`config.mk`:
```
export PLATFORM = sky130hd
export DESIGN_NAME = exu_core
export DESIGN_NICKNAME = d
export VERILOG_FILES = /design/src/rtl/exu_pkg.sv /design/src/rtl/exu_imm_ext.sv /design/src/rtl/exu_addsub.sv /design/src/rtl/exu_logic.sv /design/src/rtl/exu_core.sv
export SDC_FILE = /design/constraint.sdc
export NUM_CORES = 1
export LEC_CHECK = 0
export ABC_AREA = 1
export BUFFER_PORTS_ARGS = -buffer_cell sky130_fd_sc_hd__buf_2
export CAP_MARGIN = 40
export CORE_MARGIN = 4
export CORE_UTILIZATION = 35
export DETAILED_ROUTE_END_ITERATION = 8
export PLACE_DENSITY_LB_ADDON = 0.2
export SLEW_MARGIN = 40
export SYNTH_ARGS = -nofsm -noshare
export SYNTH_HDL_FRONTEND = slang
export SYNTH_SLANG_ARGS = --single-unit
```
`constraint.sdc`:
```
create_clock -name vclk -period 3.3
set_clock_uncertainty 0.15 [all_clocks]
set_input_delay 0.165 -clock vclk [all_inputs]
set_output_delay 0.165 -clock vclk [all_outputs]
set_load 0.01 [all_outputs]
```
`src/rtl/exu_pkg.sv`:
```
package exu_pkg;

  typedef enum logic [2:0] {
    OP_ADD  = 3'd0,
    OP_SUB  = 3'd1,
    OP_ADDI = 3'd2,
    OP_SLT  = 3'd3,
    OP_SLTI = 3'd4,
    OP_ANDI = 3'd5,
    OP_ORI  = 3'd6,
    OP_LUI  = 3'd7
  } exu_op_e;

  // Signed less-than from the operand sign bits and the sign of a - b.
  // Differing signs: the negative one is smaller. Equal signs: no overflow
  // is possible, so the sign of the difference decides.
  function automatic logic signed_below(input logic a_msb,
                                        input logic b_msb,
                                        input logic diff_msb);
    if (a_msb != b_msb) signed_below = a_msb;
    else                signed_below = diff_msb;
  endfunction

  // Is the operation one that uses the immediate as its second operand?
  function automatic logic uses_sext_imm(input exu_op_e op);
    uses_sext_imm = (op == OP_ADDI) || (op == OP_SLTI);
  endfunction

  // Does the main adder subtract for this operation?
  function automatic logic needs_subtract(input exu_op_e op);
    needs_subtract = (op == OP_SUB) || (op == OP_SLT) || (op == OP_SLTI);
  endfunction

endpackage

```
`src/rtl/exu_imm_ext.sv`:
```
module exu_imm_ext #(
  parameter int unsigned DATA_W = 32,
  parameter int unsigned IMM_W  = 16
) (
  input  logic [IMM_W-1:0]  imm,
  output logic [DATA_W-1:0] sext_o,
  output logic [DATA_W-1:0] zext_o,
  output logic [DATA_W-1:0] upper_o
);
  localparam int unsigned PAD_W = DATA_W - IMM_W;

  assign sext_o  = {{PAD_W{imm[IMM_W-1]}}, imm};
  assign zext_o  = {{PAD_W{1'b0}}, imm};
  assign upper_o = {imm, {PAD_W{1'b0}}};

  always_comb begin
    if (PAD_W > 0) begin
      a_r3_sext_upper_uniform: assert ((sext_o[DATA_W-1:IMM_W] == '0) ||
                                       (sext_o[DATA_W-1:IMM_W] == '1));
    end
  end
endmodule

```
`src/rtl/exu_addsub.sv`:
```
module exu_addsub #(
  parameter int unsigned DATA_W = 32
) (
  input  logic [DATA_W-1:0] a,
  input  logic [DATA_W-1:0] b,
  input  logic              sub,
  output logic [DATA_W-1:0] sum,
  output logic              all_zero
);
  logic [DATA_W-1:0] b_eff;
  logic [DATA_W:0]   wide;

  assign b_eff    = b ^ {DATA_W{sub}};
  assign wide     = {1'b0, a} + {1'b0, b_eff} + {{DATA_W{1'b0}}, sub};
  assign sum      = wide[DATA_W-1:0];
  assign all_zero = (sum == '0);
endmodule

```
`src/rtl/exu_logic.sv`:
```
module exu_logic #(
  parameter int unsigned DATA_W = 32
) (
  input  logic [DATA_W-1:0] a,
  input  logic [DATA_W-1:0] b,
  output logic [DATA_W-1:0] and_o,
  output logic [DATA_W-1:0] or_o
);
  for (genvar i = 0; i < DATA_W; i++) begin : g_bit
    assign and_o[i] = a[i] & b[i];
    assign or_o[i]  = a[i] | b[i];
  end
endmodule

```
`src/rtl/exu_core.sv`:
```
module exu_core
  import exu_pkg::*;
#(
  parameter int unsigned DATA_W = 32,
  parameter int unsigned IMM_W  = 16
) (
  input  logic [2:0]        op_sel,
  input  logic [DATA_W-1:0] src_a,
  input  logic [DATA_W-1:0] src_b,
  input  logic [IMM_W-1:0]  imm,
  output logic [DATA_W-1:0] result,
  output logic [DATA_W-1:0] mem_addr,
  output logic              is_zero
);
  localparam int unsigned MSB = DATA_W - 1;

  exu_op_e op;
  assign op = exu_op_e'(op_sel);

  logic [DATA_W-1:0] imm_sext, imm_zext, imm_upper;
  logic [DATA_W-1:0] alu_b, alu_sum, and_val, or_val, cmp_diff;
  logic              alu_sub, alu_zero_unused, addr_zero_unused;
  logic              less_than;

  exu_imm_ext #(.DATA_W(DATA_W), .IMM_W(IMM_W)) u_ext (
    .imm(imm), .sext_o(imm_sext), .zext_o(imm_zext), .upper_o(imm_upper)
  );

  assign alu_sub = needs_subtract(op);
  assign alu_b   = uses_sext_imm(op) ? imm_sext : src_b;

  exu_addsub #(.DATA_W(DATA_W)) u_alu (
    .a(src_a), .b(alu_b), .sub(alu_sub), .sum(alu_sum), .all_zero(alu_zero_unused)
  );

  exu_addsub #(.DATA_W(DATA_W)) u_cmp (
    .a(src_a), .b(src_b), .sub(1'b1), .sum(cmp_diff), .all_zero(is_zero)
  );

  exu_addsub #(.DATA_W(DATA_W)) u_agu (
    .a(src_a), .b(imm_sext), .sub(1'b0), .sum(mem_addr), .all_zero(addr_zero_unused)
  );

  exu_logic #(.DATA_W(DATA_W)) u_log (
    .a(src_a), .b(imm_zext), .and_o(and_val), .or_o(or_val)
  );

  assign less_than = signed_below(src_a[MSB], alu_b[MSB], alu_sum[MSB]);

  always_comb begin
    unique case (op)
      OP_ADD, OP_SUB, OP_ADDI: result = alu_sum;
      OP_SLT, OP_SLTI:         result = {{(DATA_W-1){1'b0}}, less_than};
      OP_ANDI:                 result = and_val;
      OP_ORI:                  result = or_val;
      OP_LUI:                  result = imm_upper;
      default:                 result = '0;
    endcase
  end

  always_comb begin
    if ((op == OP_SLT) || (op == OP_SLTI)) begin
      a_r4_slt_boolean: assert (result[DATA_W-1:1] == '0);
    end
    if (op == OP_SLT) begin
      a_r4_slt_equal_is_zero: assert (!(src_a == src_b) || (result == '0));
    end
    if (op == OP_ANDI) begin
      a_r6_andi_upper_clear: assert (result[DATA_W-1:IMM_W] == '0);
    end
    if (op == OP_ORI) begin
      a_r7_ori_upper_keep: assert (result[DATA_W-1:IMM_W] == src_a[DATA_W-1:IMM_W]);
    end
    if (op == OP_LUI) begin
      a_r8_lui_low_zero: assert (result[IMM_W-1:0] == '0);
      a_r8_lui_upper_imm: assert (result[DATA_W-1:IMM_W] == imm);
    end
    a_r9_addr_offset: assert ((mem_addr - src_a) == imm_sext);
    a_r10_zero_equal: assert (is_zero == (src_a == src_b));
  end
endmodule

```
==> metrics.json <==
{
  "multiInputGateArea_um2": 6350,
  "synthCells": 1249,
  "timing.critical_path.cells": "buf_2 > inv_4 > nand3_4 > buf_12 > nand2_4 > nand2_2 > nand3_1 > nand2_1 > fa_2 > inv_1 > nand2_1 > o21ai_1 > buf_4 > a21oi_1 > inv_1 > a31oi_2 > or2_2 > a31oi_1 > buf_2",
  "fin_crit_share": 0.979,
  "setup_violations": 0,
  "kind_of_start_point_of_the_critical_path": "input port",
  "setup.worst_path.class": "input port to output pin",
  "placed_cells_incl_taps": 1738,
  "synth-seq-area-share": 0,
  "power.net_switching_uw": 1480,
  "crit_required_ns": 2.98,
  "portBuffers": 148,
  "synth_largest_area_cell": "sky130_fd_sc_hd__ha_1",
  "layout.cells.non_filler": 1759,
  "average_footprint_of_a_synthesized_cell_um2": 5.49,
  "syn_area_um2": 6850,
  "floorplan.die_area_um2": 21900,
  "drt-wirelength-per-cell_um": 15.4,
  "groute.usage.overall": 0.225,
  "pwr-share-clk": 0,
  "slew_headroom": 0.548,
  "slowest_delay_ns": 0.36,
  "first_global_vias": 8023,
  "critical_path_buf_inv_count": 7,
  "synth_warnings": 0,
  "cpLargestDelayFamily": "buffers and inverters",
  "final_layout_size_suffix_gt1_frac": 0.254,
  "hold_buffers": 0,
  "start_util": 0.361,
  "detail_route.iter0.violations": 445,
  "share_seq_of_total_power": 0,
  "path_max_fanout": 5,
  "report.final.slew_viol_count": 0,
  "grt_pass1_wl_mm": 40.7,
  "final.setup.worst_slack_ns": 0.0700,
  "period_minus_ws_final_ns": 3.23,
  "seq_cell_count": 0,
  "layout_net_count": 1693,
  "synth.area.top_cells": "sky130_fd_sc_hd__ha_1 20%, sky130_fd_sc_hd__nand2_1 18%, sky130_fd_sc_hd__inv_1 12%",
  "hold_path_class": "input port to output pin",
  "worst-slew-pin-transition_ns": 0.677,
  "sequential_cell_area_um2": 0,
  "outcome": "finished, final reports clean",
  "number_of_antenna_violations_at_the_first_check_in_global_routing": 0,
  "dieHeight_um": 148,
  "wl_mm": 27.1,
  "power_report.internal_total_uw": 1080,
  "synthToLayoutAreaGrowth_pct": 34.7,
  "max_capacitance_violation_total": 0,
  "most-common-layout-cells": "300 x sky130_fd_sc_hd__nand2_1, 221 x sky130_fd_sc_hd__inv_1, 146 x sky130_fd_sc_hd__buf_2, 106 x sky130_fd_sc_hd__ha_1, 106 x sky130_fd_sc_hd__buf_4",
  "static-leakage-power_uw": 0.00525,
  "final_core_util": 0.487,
  "route.detailed.vias_per_inst": 5.08,
  "placer_congestion_estimate": 0.983,
  "synth_cell_type_count": 44,
  "power.ir.vdd_worst_mv": 0.0736,
  "overflow": 0,
  "achievable-frequency_mhz": 310,
  "critical_path_sink_type": "output pin",
  "fp.coreArea_um2": 19000,
  "final_layout_clock_buffer_total": 0,
  "worst_hold_slack_ns": 0.606,
  "worst_path_max_delay_cell": "sky130_fd_sc_hd__fa_2",
  "pwr-share-comb": 1.000,
  "mappedNetlistNets": 1442,
  "setup_repair_after_global_routing_missed_its_margin": "true",
  "pwr_density_nw_per_um2": 278,
  "worst_ep_arrival_time_ns": 2.91,
  "post-route-drc-count": 0,
  "placement.setup.worst_slack_ns": -0.0530,
  "io-pin-count": 148,
  "drt_pass1_iterations": 5,
  "route.antenna.remaining_nets": 0,
  "placementRows": 50,
  "grt_start_max_net_pins": 23,
  "fp.dieW_um": 148,
  "mostFrequentLayoutCell": "sky130_fd_sc_hd__nand2_1",
  "synth_top_cell_area_share": 0.197,
  "power_switching_share": 0.578,
  "dpl.hpwl_mm": 23.1,
  "final.fill_count": 2058,
  "setup_tns_ns": 0,
  "timing.final.hold_violations": 0,
  "via_count": 8936
}
==> cells in the mapped netlist, types with 2 or more instances <==
| cell | instances |
|---|---|
| sky130_fd_sc_hd__and3_1 | 2 |
| sky130_fd_sc_hd__nor3_1 | 16 |
| sky130_fd_sc_hd__o21ai_1 | 7 |
| sky130_fd_sc_hd__o21a_1 | 6 |
| sky130_fd_sc_hd__o21ai_2 | 3 |
| sky130_fd_sc_hd__a221oi_1 | 3 |
| sky130_fd_sc_hd__ha_1 | 108 |
| sky130_fd_sc_hd__a21boi_1 | 3 |
| sky130_fd_sc_hd__o21ai_0 | 92 |
| sky130_fd_sc_hd__nand2_2 | 10 |
| sky130_fd_sc_hd__o211ai_1 | 2 |
| sky130_fd_sc_hd__a21o_1 | 8 |
| sky130_fd_sc_hd__nor2_1 | 96 |
| sky130_fd_sc_hd__a21oi_1 | 114 |
| sky130_fd_sc_hd__nand3_2 | 2 |
| sky130_fd_sc_hd__a31oi_1 | 13 |
| sky130_fd_sc_hd__nand3b_1 | 5 |
| sky130_fd_sc_hd__and2_1 | 4 |
| sky130_fd_sc_hd__o21bai_1 | 3 |
| sky130_fd_sc_hd__nand3_1 | 51 |
| sky130_fd_sc_hd__or2_2 | 3 |
| sky130_fd_sc_hd__a22oi_1 | 15 |
| sky130_fd_sc_hd__nor4_1 | 2 |
| sky130_fd_sc_hd__nand4_1 | 15 |
| sky130_fd_sc_hd__clkbuf_1 | 12 |
| sky130_fd_sc_hd__fa_1 | 2 |
| sky130_fd_sc_hd__inv_2 | 2 |
| sky130_fd_sc_hd__nand2_1 | 321 |
| sky130_fd_sc_hd__inv_1 | 226 |
| sky130_fd_sc_hd__nand2_4 | 2 |
| sky130_fd_sc_hd__o22ai_1 | 3 |
| sky130_fd_sc_hd__o221ai_1 | 16 |
| sky130_fd_sc_hd__xor2_1 | 58 |
| sky130_fd_sc_hd__xnor2_1 | 14 |
==> cell type report <==
cell class / instances / share of cell area
diodes: 1 / 0.000271
well taps: 260 / 0.0353
multi-input cells: 1008 / 0.688
inverters: 229 / 0.0940
repair buffers: 261 / 0.182
==> repair_timing <==
| item | CTS | global route |
|---|---|---|
| endpoints found under the hold margin | 0 | 0 |
| buffers inserted | 0 | 17 |
| setup endpoints to repair | 4 | 23 |
| pin swaps | 0 | 58 |
| cloned | 0 | 3 |
| gates resized for setup | 6 | 147 |
==> metrics by stage <==
| stage | instance area, um2 | total power [uW] |
|---|---|---|
| floorplan | 6850 | 1390 |
| global placement | 8610 | 2280 |
| detailed placement | 8610 | 2280 |
| CTS | 8630 | 2300 |
| global route | 9220 | 2830 |
| finish | 9230 | 2560 |
==> logic make-up after synthesis <==
family / share of synthesized area
buffers and inverters: 0.134
AND/OR/NAND/NOR: 0.326
adder cells (fa/ha/maj): 0.203
AO/OA/AOI/OAI: 0.245
XOR/XNOR: 0.0920
==> power by group through the flow <==
stage               registers, uW  logic [uW]  clock network (uW)
floorplan                       0        1390                   0
global placement                0        2280                   0
detailed placement              0        2280                   0
CTS                             0        2300                   0
global route                    0        2830                   0
finish                          0        2560           0.0000406
==> worst paths after layout <==
check / slack [ns] / end / startpoint / cells past startpoint
max: 0.07 / result[16] / op_sel[0] / 19
min: 0.61 / result[30] / src_a[30] / 4
==> tightest hold or removal path: cells and delay by family <==
family                 cells  cell delay (ns)
AO/OA/AOI/OAI              1             0.08
AND/OR/NAND/NOR            1             0.06
buffers and inverters      2             0.28
==> metal layers <==
| layer | vias to the layer above | GRT usage | part of all wire |
|---|---|---|---|
| li1 | 4622 | - | - |
| met1 | 4002 | 0.316 | 0.46 |
| met2 | 271 | 0.385 | 0.45 |
| met3 | 41 | 0.0107 | 0.058 |
| met4 | 0 | 0.0430 | 0.032 |
| met5 | - | 0 | 0 |
Power figures use the tool's default switching activity.
